<file path="src/rtl/hop_dma_pkg.sv">
package hop_dma_pkg;
  typedef enum logic [2:0] {
    ST_IDLE,
    ST_WAIT,
    ST_ARB,
    ST_READ,
    ST_WRITE
  } chanState_t;

  typedef struct packed {
    logic loadCfg;
    logic rdBeat;
    logic wrBeat;
    logic hopDone;
    logic inWrite;
  } dpStrobe_t;

  localparam logic [1:0] TYPE_EDGE  = 2'b00;
  localparam logic [1:0] TYPE_HW    = 2'b01;
  localparam logic [1:0] TYPE_SW    = 2'b10;
  localparam logic [1:0] TYPE_LEVEL = 2'b11;
endpackage

</file>
<file path="src/rtl/hop_dma_datapath.sv">
module hop_dma_datapath
  import hop_dma_pkg::*;
#(
  parameter int AW        = 16,
  parameter int DW        = 32,
  parameter int MAX_BURST = 4,
  parameter int HOP_W     = 8
) (
  input  logic             clk,
  input  logic             rstN,
  input  dpStrobe_t        strobe,
  input  logic [1:0]       cfgBurst,
  input  logic [1:0]       cfgWidth,
  input  logic [HOP_W-1:0] cfgHops,
  input  logic [AW-1:0]    cfgSrc,
  input  logic [AW-1:0]    cfgDst,
  input  logic [DW-1:0]    busRData,
  output logic [AW-1:0]    busAddr,
  output logic [DW-1:0]    busWData,
  output logic             atLast,
  output logic             lastHop
);
  localparam int BEAT_W = (MAX_BURST > 1) ? $clog2(MAX_BURST) : 1;
  localparam int LOG_MAX = $clog2(MAX_BURST);
  localparam logic [1:0] MAX_CODE = 2'(LOG_MAX);

  logic [1:0]        burstCode, widthCode;
  logic [AW-1:0]     srcCur, dstCur, step;
  logic [HOP_W-1:0]  hopsLeft;
  logic [BEAT_W-1:0] beatCnt, beatLast;
  logic [DW-1:0]     dataMask;
  logic [DW-1:0]     bufMem [MAX_BURST];
  logic [1:0]        effCode;

  always_comb begin
    effCode  = (burstCode > MAX_CODE) ? MAX_CODE : burstCode;
    beatLast = BEAT_W'((32'd1 << effCode) - 32'd1);
    if (widthCode[1])      step = AW'(4);
    else if (widthCode[0]) step = AW'(2);
    else                   step = AW'(1);
    if (widthCode[1])      dataMask = '1;
    else if (widthCode[0]) dataMask = DW'(16'hFFFF);
    else                   dataMask = DW'(8'hFF);
  end

  assign atLast   = (beatCnt == beatLast);
  assign lastHop  = (hopsLeft == HOP_W'(1));
  assign busAddr  = strobe.inWrite ? dstCur : srcCur;
  assign busWData = bufMem[beatCnt];

  always_ff @(posedge clk or negedge rstN) begin
    if (!rstN) begin
      burstCode <= '0;
      widthCode <= '0;
      srcCur    <= '0;
      dstCur    <= '0;
      hopsLeft  <= '0;
      beatCnt   <= '0;
    end else if (strobe.loadCfg) begin
      burstCode <= cfgBurst;
      widthCode <= cfgWidth;
      srcCur    <= cfgSrc;
      dstCur    <= cfgDst;
      hopsLeft  <= cfgHops;
      beatCnt   <= '0;
    end else begin
      if (strobe.rdBeat) srcCur <= srcCur + step;
      if (strobe.wrBeat) dstCur <= dstCur + step;
      if (strobe.rdBeat || strobe.wrBeat)
        beatCnt <= atLast ? '0 : beatCnt + BEAT_W'(1);
      if (strobe.hopDone) hopsLeft <= hopsLeft - HOP_W'(1);
    end
  end

  always_ff @(posedge clk or negedge rstN) begin
    if (!rstN) begin
      for (int i = 0; i < MAX_BURST; i++) bufMem[i] <= '0;
    end else if (strobe.rdBeat) begin
      for (int i = 0; i < MAX_BURST; i++)
        if (beatCnt == BEAT_W'(i)) bufMem[i] <= busRData & dataMask;
    end
  end

  AST_BEAT_IN_RANGE: assert property (@(posedge clk) disable iff (!rstN)
    beatCnt <= beatLast);
  AST_SRC_STEP: assert property (@(posedge clk) disable iff (!rstN)
    (strobe.rdBeat && !strobe.loadCfg) |=> srcCur == $past(srcCur + step));
  AST_DST_STILL_IN_READ: assert property (@(posedge clk) disable iff (!rstN)
    (strobe.rdBeat && !strobe.loadCfg) |=> $stable(dstCur));
  AST_HOP_COUNT_DOWN: assert property (@(posedge clk) disable iff (!rstN)
    (strobe.hopDone && !strobe.loadCfg) |=> hopsLeft == $past(hopsLeft) - HOP_W'(1));
endmodule

</file>
<file path="src/rtl/hop_dma_control.sv">
module hop_dma_control
  import hop_dma_pkg::*;
#(
  parameter int NSRC  = 8,
  parameter int HOP_W = 8,
  localparam int SEL_W = (NSRC > 1) ? $clog2(NSRC) : 1
) (
  input  logic             clk,
  input  logic             rstN,
  input  logic             enSet,
  input  logic [1:0]       cfgType,
  input  logic             cfgHold,
  input  logic [SEL_W-1:0] cfgSel,
  input  logic [HOP_W-1:0] cfgHops,
  input  logic [NSRC-1:0]  hwReq,
  input  logic             extReq,
  input  logic             busGnt,
  input  logic             atLast,
  input  logic             lastHop,
  output dpStrobe_t        strobe,
  output logic             busReq,
  output logic             busWe,
  output logic             busValid,
  output logic             chanEnable,
  output logic             done
);
  chanState_t       state, stateNext;
  logic [1:0]       typLat;
  logic             holdLat;
  logic [SEL_W-1:0] selLat;
  logic             extPrev, pend, edgeRise, trig, start;
  logic             rdGo, wrGo, hopEnd, idleStart;

  assign edgeRise  = extReq & ~extPrev;
  assign idleStart = (state == ST_IDLE) && enSet;
  assign start     = (state == ST_WAIT) && trig;
  assign rdGo      = (state == ST_READ) && busGnt;
  assign wrGo      = (state == ST_WRITE) && busGnt;
  assign hopEnd    = wrGo && atLast;

  always_comb begin
    case (typLat)
      TYPE_EDGE:  trig = pend | edgeRise;
      TYPE_HW:    trig = hwReq[selLat];
      TYPE_SW:    trig = 1'b1;
      default:    trig = extReq;
    endcase
  end

  always_comb begin
    stateNext = state;
    case (state)
      ST_IDLE:  if (enSet && cfgHops != '0) stateNext = ST_WAIT;
      ST_WAIT:  if (trig) stateNext = ST_ARB;
      ST_ARB:   if (busGnt) stateNext = ST_READ;
      ST_READ:  if (rdGo && atLast) stateNext = ST_WRITE;
      ST_WRITE: if (hopEnd) begin
                  if (lastHop)      stateNext = ST_IDLE;
                  else if (holdLat) stateNext = ST_READ;
                  else              stateNext = ST_WAIT;
                end
      default:  stateNext = ST_IDLE;
    endcase
  end

  always_comb begin
    strobe.loadCfg = idleStart;
    strobe.rdBeat  = rdGo;
    strobe.wrBeat  = wrGo;
    strobe.hopDone = hopEnd;
    strobe.inWrite = (state == ST_WRITE);
  end

  assign busReq     = (state == ST_ARB) || (state == ST_READ) || (state == ST_WRITE);
  assign busWe      = (state == ST_WRITE);
  assign busValid   = rdGo || wrGo;
  assign chanEnable = (state != ST_IDLE);

  always_ff @(posedge clk or negedge rstN) begin
    if (!rstN) begin
      state   <= ST_IDLE;
      typLat  <= '0;
      holdLat <= 1'b0;
      selLat  <= '0;
      done    <= 1'b0;
      extPrev <= 1'b0;
      pend    <= 1'b0;
    end else begin
      state   <= stateNext;
      extPrev <= extReq;
      if (idleStart) begin
        typLat  <= cfgType;
        holdLat <= cfgHold;
        selLat  <= cfgSel;
        done    <= (cfgHops == '0);
      end else if (hopEnd && lastHop) begin
        done <= 1'b1;
      end
      if (state == ST_IDLE || start) pend <= 1'b0;
      else if (typLat == TYPE_EDGE && edgeRise) pend <= 1'b1;
    end
  end

  AST_IDLE_NO_REQ: assert property (@(posedge clk) disable iff (!rstN)
    (state == ST_IDLE) |-> !busReq && !busValid);
  AST_VALID_NEEDS_GNT: assert property (@(posedge clk) disable iff (!rstN)
    busValid |-> busReq && busGnt);
  AST_RELEASE_AFTER_HOP: assert property (@(posedge clk) disable iff (!rstN)
    (hopEnd && !holdLat) |=> !busReq);
  AST_HOLD_KEEPS_BUS: assert property (@(posedge clk) disable iff (!rstN)
    (hopEnd && holdLat && !lastHop) |=> busReq);
  AST_DONE_NOT_ENABLED: assert property (@(posedge clk) disable iff (!rstN)
    done |-> !chanEnable);
  AST_EDGE_STORED: assert property (@(posedge clk) disable iff (!rstN)
    (typLat == TYPE_EDGE && edgeRise && busReq) |=> pend);
  AST_WRITE_AFTER_READS: assert property (@(posedge clk) disable iff (!rstN)
    $rose(busWe) |-> $past(state) == ST_READ);
endmodule

</file>
<file path="src/rtl/hop_dma_channel.sv">
module hop_dma_channel
  import hop_dma_pkg::*;
#(
  parameter int AW        = 16,
  parameter int DW        = 32,
  parameter int MAX_BURST = 4,
  parameter int HOP_W     = 8,
  parameter int NSRC      = 8,
  localparam int SEL_W    = (NSRC > 1) ? $clog2(NSRC) : 1
) (
  input  logic             clk,
  input  logic             rstN,
  input  logic             enSet,
  input  logic [1:0]       cfgType,
  input  logic             cfgHold,
  input  logic [1:0]       cfgBurst,
  input  logic [1:0]       cfgWidth,
  input  logic [SEL_W-1:0] cfgSel,
  input  logic [HOP_W-1:0] cfgHops,
  input  logic [AW-1:0]    cfgSrc,
  input  logic [AW-1:0]    cfgDst,
  input  logic [NSRC-1:0]  hwReq,
  input  logic             extReq,
  output logic             busReq,
  input  logic             busGnt,
  output logic             busValid,
  output logic             busWe,
  output logic [AW-1:0]    busAddr,
  output logic [DW-1:0]    busWData,
  input  logic [DW-1:0]    busRData,
  output logic             chanEnable,
  output logic             done
);
  dpStrobe_t strobe;
  logic      atLast, lastHop;

  hop_dma_control #(.NSRC(NSRC), .HOP_W(HOP_W)) i_control (
    .clk(clk), .rstN(rstN), .enSet(enSet), .cfgType(cfgType), .cfgHold(cfgHold),
    .cfgSel(cfgSel), .cfgHops(cfgHops), .hwReq(hwReq), .extReq(extReq),
    .busGnt(busGnt), .atLast(atLast), .lastHop(lastHop), .strobe(strobe),
    .busReq(busReq), .busWe(busWe), .busValid(busValid),
    .chanEnable(chanEnable), .done(done)
  );

  hop_dma_datapath #(.AW(AW), .DW(DW), .MAX_BURST(MAX_BURST), .HOP_W(HOP_W)) i_datapath (
    .clk(clk), .rstN(rstN), .strobe(strobe), .cfgBurst(cfgBurst),
    .cfgWidth(cfgWidth), .cfgHops(cfgHops), .cfgSrc(cfgSrc), .cfgDst(cfgDst),
    .busRData(busRData), .busAddr(busAddr), .busWData(busWData),
    .atLast(atLast), .lastHop(lastHop)
  );
endmodule

</file>
<file path="config.mk">
export PLATFORM = sky130hd
export DESIGN_NAME = hop_dma_channel
export DESIGN_NICKNAME = d
export VERILOG_FILES = /design/src/rtl/hop_dma_pkg.sv /design/src/rtl/hop_dma_datapath.sv /design/src/rtl/hop_dma_control.sv /design/src/rtl/hop_dma_channel.sv
export SDC_FILE = /design/constraint.sdc
export NUM_CORES = 1
export LEC_CHECK = 0
export ABC_CLOCK_PERIOD_IN_PS = 2300
export CAP_MARGIN = 20
export CELL_PAD_IN_SITES_DETAIL_PLACEMENT = 0
export CELL_PAD_IN_SITES_GLOBAL_PLACEMENT = 1
export CORE_AREA = 3 3 158 160
export CTS_CLUSTER_SIZE = 28
export DETAILED_ROUTE_END_ITERATION = 8
export DIE_AREA = 0 0 161 163
export GPL_TIMING_DRIVEN = 1
export PLACE_DENSITY = 0.82
export RECOVER_POWER = 25
export SYNTH_ARGS = -nofsm -noshare
export SYNTH_HDL_FRONTEND = slang
export SYNTH_SLANG_ARGS = --single-unit
</file>
<file path="constraint.sdc">
create_clock -name clk -period 2.3 [get_ports clk]
set_input_delay 0.69 -clock clk [delete_from_list [all_inputs] [get_ports clk]]
set_output_delay 0.69 -clock clk [all_outputs]
set_load 0.005 [all_outputs]
</file>
**Word level (Yosys, flattened, before mapping)**

Cells that the tools add are included.

- Flip-flop bits (word level): 186
- Latch bits: 0
- Memory bits (writable): 0
- ROM bits: 0
- Input port bits: 95
- Output and inout port bits: 53
- Word-level logic and storage cells: 110
- Memories kept: 0

- Add/subtract/negate cells: 5
- Multipliers: 0
- Divide/modulo/power cells: 0
- Order comparisons: 3
- Equal/unequal tests: 16
- Shifts and indexed selects: 1
- Mux-type cells: 33
- Bitwise operators: 5
- Reduce and logical (&&, ||, !) cells: 30

Operators with widths:

| kind | number |
|---|---|
| $mux W16 | 6 |
| $mux W32 | 3 |
| $bmux W32 S2 | 1 |
| $add A16 B16 Y16 | 2 |
| $and A32 B32 Y32 | 1 |
| $mux W3 | 7 |
| $mux W8 | 2 |
| $pmux W3 S5 | 1 |
| $mux W2 | 6 |
| $reduce_bool A2 Y1 | 6 |
| $logic_and A1 B1 Y1 | 9 |
| $eq A8 B1 Y1 const B | 1 |
| $logic_not A8 Y1 | 1 |
| $reduce_and A2 Y1 | 4 |
| $reduce_bool A8 Y1 | 1 |
| $sub A8 B1 Y8 const B | 1 |
| $eq A2 B2 Y1 const B | 3 |
| $eq A3 B2 Y1 const B | 2 |
| $ne A2 B1 Y1 const B | 3 |
| $mux W1 | 5 |
| $reduce_and A5 Y1 | 1 |
| $eq A2 B1 Y1 const B | 2 |
| $logic_not A2 Y1 | 2 |
| $logic_or A1 B1 Y1 | 4 |
| 18 further kinds | 19 |

**Logic depth before layout (Yosys ltp)**

- Depth in word-level cells: 9
- Depth in mapped cells: 10
- Depth with buffers taken out: 8

**Modules after synthesis**

Synthesis repeated with hierarchy kept, for this count alone.

- Cells, all modules: 845
- Area, all modules: 9,082.5 um2

By module, submodules not included:

| module | times used | cells each | area an instance (um2) | sequential area each (um2) |
|---|---|---|---|---|
| hop_dma_datapath | 1 | 775 | 8,343.0 | 4,354.2 |
| hop_dma_control | 1 | 70 | 739.5 | 300.3 |

**Worst setup path after synthesis**

Ideal clock, no wire load.

- Kind: flip-flop to flip-flop
- Start point: reg i_datapath.widthCode[1]
- End point: reg i_datapath.srcCur[13]
- Library setup time: 0.139 ns
- Data arrival time: 2.242 ns
- Data required time: 2.161 ns
- Setup slack: -0.080 ns
- Cell stages (with the launch flop): 10
- Path buffers: 2
- Clock period less this slack: 2.380 ns
- Cells stage by stage: dfrtp_1 > clkbuf_1 > clkbuf_1 > nor2b_1 > ha_1 > a21o_1 > a21oi_1 > nor3_1 > a311oi_1 > a211oi_1

- Cells in the longest elaborated chain, start to end: 4

RTL lines:

| element | line | text |
|---|---|---|
| start, declared | hop_dma_datapath.sv:27 | `logic [1:0] burstCode, widthCode;` |
| start signal, assigned | hop_dma_datapath.sv:61 | `widthCode <= cfgWidth;` |
| $mux W3 | hop_dma_datapath.sv:38 | `if (widthCode[1]) step = AW'(4);` |
| $add A16 B16 Y16 | hop_dma_datapath.sv:67 | `if (strobe.rdBeat) srcCur <= srcCur + step;` |
| $mux W16 | hop_dma_datapath.sv:67 |  |
| $mux W16 | hop_dma_datapath.sv:59 | `end else if (strobe.loadCfg) begin` |
| end signal, assigned | hop_dma_datapath.sv:62 | `srcCur <= cfgSrc;` |
| end signal, assigned | hop_dma_datapath.sv:67 |  |
| end, declared | hop_dma_datapath.sv:28 | `logic [AW-1:0] srcCur, dstCur, step;` |

No other way between the ends. The select of a mux whose other input is x is not followed.
A chain may end at the register's enable or synchronous reset.

**Worst setup path in the final report**

- Start point: reg i_control.state[0]
- End point: out busAddr[6]

- Cells in the longest elaborated chain, start to end: 2

RTL lines:

| element | line | text |
|---|---|---|
| start, declared | hop_dma_control.sv:27 | `chanState_t state, stateNext;` |
| start signal, assigned | hop_dma_control.sv:89 | `state <= stateNext;` |
| $eq A3 B3 Y1 | hop_dma_control.sv:71 | `strobe.inWrite = (state == ST_WRITE);` |
| $mux W16 | hop_dma_datapath.sv:48 | `assign busAddr = strobe.inWrite ? dstCur : srcCur;` |
| end, declared | hop_dma_channel.sv:28 | `output logic [AW-1:0] busAddr,` |

No other way between the ends.

==> summary.md <==
| Metric | Value |
|---|---|
| Status | finished, violations left |
| Violated checks | setup timing |
| Net Sw Frac | 0.347 |
| Clock slew at reported path FFs | 0.07 ns |
| GRT Overall Usage | 0.180 |
| CTS Buffer Depth | 2 |
| CP max stage delay | 0.41 ns |
| Dpl hpwl | 15.7 mm |
| Req. time, crit path | 1.61 ns |
| Fin crit share | 1.11 |
| CP arrival | 1.86 ns |
| Final slew viol count | 0 |
| DR pass1 iterations | 4 |
| Number of synthesized register bits | 186 |
| Starting Density | 0.381 |
| DRT iter0 DRCs | 480 |
| Detail Route Antenna Nets | 0 |
| Sink Count | 186 |
| Critical Path Sink Type | output port |
| Total power | 14.2 mW |
| Die Y | 163 um |
| CP Cell Sequence | nor3b_4, buf_6, buf_12, buf_8, mux2_4, buf_6 |
| Layout cell share with drive strength beyond 1 | 0.250 |
| DP Area | 0.0112 mm^2 |
| Max-Cap Viols | 0 |
| Num CTS Buffers | 17 |
| Count of cell types in the netlist | 56 |
| CP Class | reg -> out |
| Core footprint | 0.0235 mm^2 |
| Worst R2R Start | i_datapath.beatCnt[0] |
| Number of global-route vias before repair | 7348 |
| Worst setup SP type | flop |
| Via count of the routed design | 6983 |
| Register area share after synthesis | 0.519 |
| Area Overhead vs Synth | 34.4% |
| Number of hold violations in the final report | 0 |
| Most common cell after layout, fill and taps aside | nand2_1 |
| Cell Area, Synth | 0.00897 mm^2 |
| Gr ovfl total | 0 |
| Hold path depth | 2 |
| Fin area | 0.0121 mm^2 |
| DR vias/cell | 5.08 |
| Final nets | 1151 |
| Clock Power Share | 0.208 |
| Asr flop ratio synth | 1.00 |
| Clk_lat worst skew | 0.43 ns |
| R2R Path End | i_datapath.hopsLeft[4] |
| Max FO, Critical Path | 6 |
| WL per Instance | 16.6 um |
| Reg2reg path depth | 6 |
| Mean Syn Cell Area | 10.5 um^2 |
| Clock Tree Root | clkbuf_16 |
| Most used cell, CP | buf_6 |
| Slew margin rel. | 0.0169 |
| Setup TNS | -9.98 ns |
| Post-Syn Instances | 855 |
| DRC Markers | 0 |
| Ant. Diodes | 0 |
| Min cycle time layout | 2.55 ns |
| Drt total wl | 22.9 mm |
| Crit-path leading delay family | buffers and inverters |
| Switch Pwr | 4.91 mW |
| Leakage | 5.29 nW |
| Boundary Pins | 148 |
| Synth warn | 0 |
| Slowest CP cell | dfrtp_1 |
| Finish-stage setup viols | 49 |
| WHS Endpoint | i_datapath.bufMem[125] |
| Die X | 161 um |
| Reg power frac | 0.389 |
| Largest net degree at the start of global routing | 55 |
| Post-route clock skew | 0.00824 ns |
| Worst Tran Pin Value | 1.47 ns |
| HP Class | reg -> reg |
| CTS tree | yes |
| P_int | 9.26 mW |
| Primary FF master, synth | dfrtp_1 |
| Logic pwr share | 0.403 |
| Worst setup margin | -0.247 ns |
| Most frequent cells in the layout | nand2_1 (190), dfrtp_1 (184), o21ai_0 (135) |
| Die area | 0.0262 mm^2 |
| RSZ-0062 raised after global routing | true |
| Hold Path Origin | i_datapath.bufMem[125] |
| Synth Net Count | 964 |
| IO Port Bufs | 147 |
| Post-synth EDFFs | 0 |
| Site Rows | 56 |
| Cell Pwr Density | 1180 mW/mm^2 |
| First-pass GRT wire length | 38.0 mm |
| Worst R2R Setup Slack | 0.10 ns |
| Initial antenna violation count | 0 |
| Buf+Inv Stages, Crit Path | 4 |
| Max Fclk | 393 MHz |
| Peak supply drop | 0.492 mV |
| H-Tree Depth | 4 |
| Routability Congestion | 0.775 |
==> state kept, by name, indices dropped and copies added (netlist names) <==
| register | count |
|---|---|
| i_datapath.dstCur | 16 |
| i_control.selLat | 3 |
| i_datapath.widthCode | 2 |
| i_control.done | 1 |
| i_control.extPrev | 1 |
| i_datapath.burstCode | 2 |
| i_datapath.beatCnt | 2 |
| i_datapath.bufMem | 128 |
| i_control.state | 3 |
| i_control.pend | 1 |
| i_control.typLat | 2 |
| i_datapath.srcCur | 16 |
| i_control.holdLat | 1 |
| i_datapath.hopsLeft | 8 |
==> worst min-delay path, cell delays in order, from the launching register on <==
cell,delay [ns]
dfrtp_1,0.34
nand2_1,0.04
o21ai_0,0.06
==> cells in the mapped netlist (12+ instances only) <==
cell type,instances,area (um^2)
a21oi_1,15,75.1
buf_2,16,80.1
clkbuf_1,35,131
dfrtp_1,186,4650
ha_1,12,150
mux2_2,49,552
mux4_2,33,743
nand2_1,195,732
nand3_1,14,70.1
nor2_1,34,128
o21ai_0,137,686
xnor2_1,17,149
==> per-stage QoR <==
| stage | std cells | utilization | setup WS [ns] | hold slack (ns) |
|---|---|---|---|---|
| 6_report | 1374 | 0.512 | -0.247 | 0.480 |
| 5_1_grt | 1374 | 0.512 | -0.313 | 0.504 |
| 4_1_cts | 1370 | 0.509 | -0.278 | 0.228 |
| 3_5_place_dp | 1318 | 0.476 | -0.234 | 0.467 |
| 3_3_place_gp | 1318 | 0.476 | -0.217 | 0.456 |
| 2_1_floorplan | 855 | - | 0.0646 | 0.394 |
==> power by group through the flow <==
stage	registers, mW	clock network [mW]	logic, mW
final	5.51	2.95	5.71
after detailed placement	5.54	0	5.51
after floorplan	5.23	0	3.27
after global routing	5.70	3.15	6.36
after CTS	5.50	3.02	5.63
after global placement	5.48	0	5.40
==> cells by family (layout without fill, tap and decap cells) <==
group | after synthesis | in the layout | synth area share
and+or+nand+nor | 295 | 295 | 0.144
adders and majority gates | 14 | 14 | 0.0212
AOI/OAI and AO/OA | 190 | 190 | 0.118
xor gates and xnor gates | 22 | 22 | 0.0215
buffers and inverters | 64 | 264 | 0.0299
muxes | 84 | 84 | 0.147
DFF | 186 | 186 | 0.519
==> area by class of cell <==
cell class,count,area (um^2)
clock inverters,14,156
repair buffers,222,2190
multi-input cells,605,4170
inverters,10,37.5
clock buffers,18,439
flip-flops and latches,186,4660
fillers,2160,11500
well taps,319,399
==> worst max-delay path by stage <==
stage / startpoint / endpoint / slack (ns) / cells after the start
5_1_grt: i_datapath.beatCnt[0] / busWData[23] / -0.31 / 4
2_1_floorplan: i_datapath.widthCode[1] / i_datapath.srcCur[13] / 0.06 / 9
6_report: i_control.state[0] / busAddr[6] / -0.25 / 6
3_5_place_dp: busGnt / busValid / -0.23 / 4
4_1_cts: i_control.state[1] / busAddr[9] / -0.28 / 5
3_3_place_gp: busGnt / busValid / -0.22 / 4
==> repair_timing <==
action / 4_1_cts / 5_1_grt
setup buffers: 21 / 6
setup endpoints to repair: 52 / 57
gates resized for setup: 250 / 28
hold buffers: 0 / 0
pin swaps: 2 / 2
cloned: 2 / 0
==> layer usage <==
metal / GRT usage / wire [um]
met5: 0 / 0
met4: 0.0465 / 272
met3: 0.0374 / 1140
met2: 0.301 / 11000
met1: 0.241 / 10400
(Power assumes the default switching activity.)
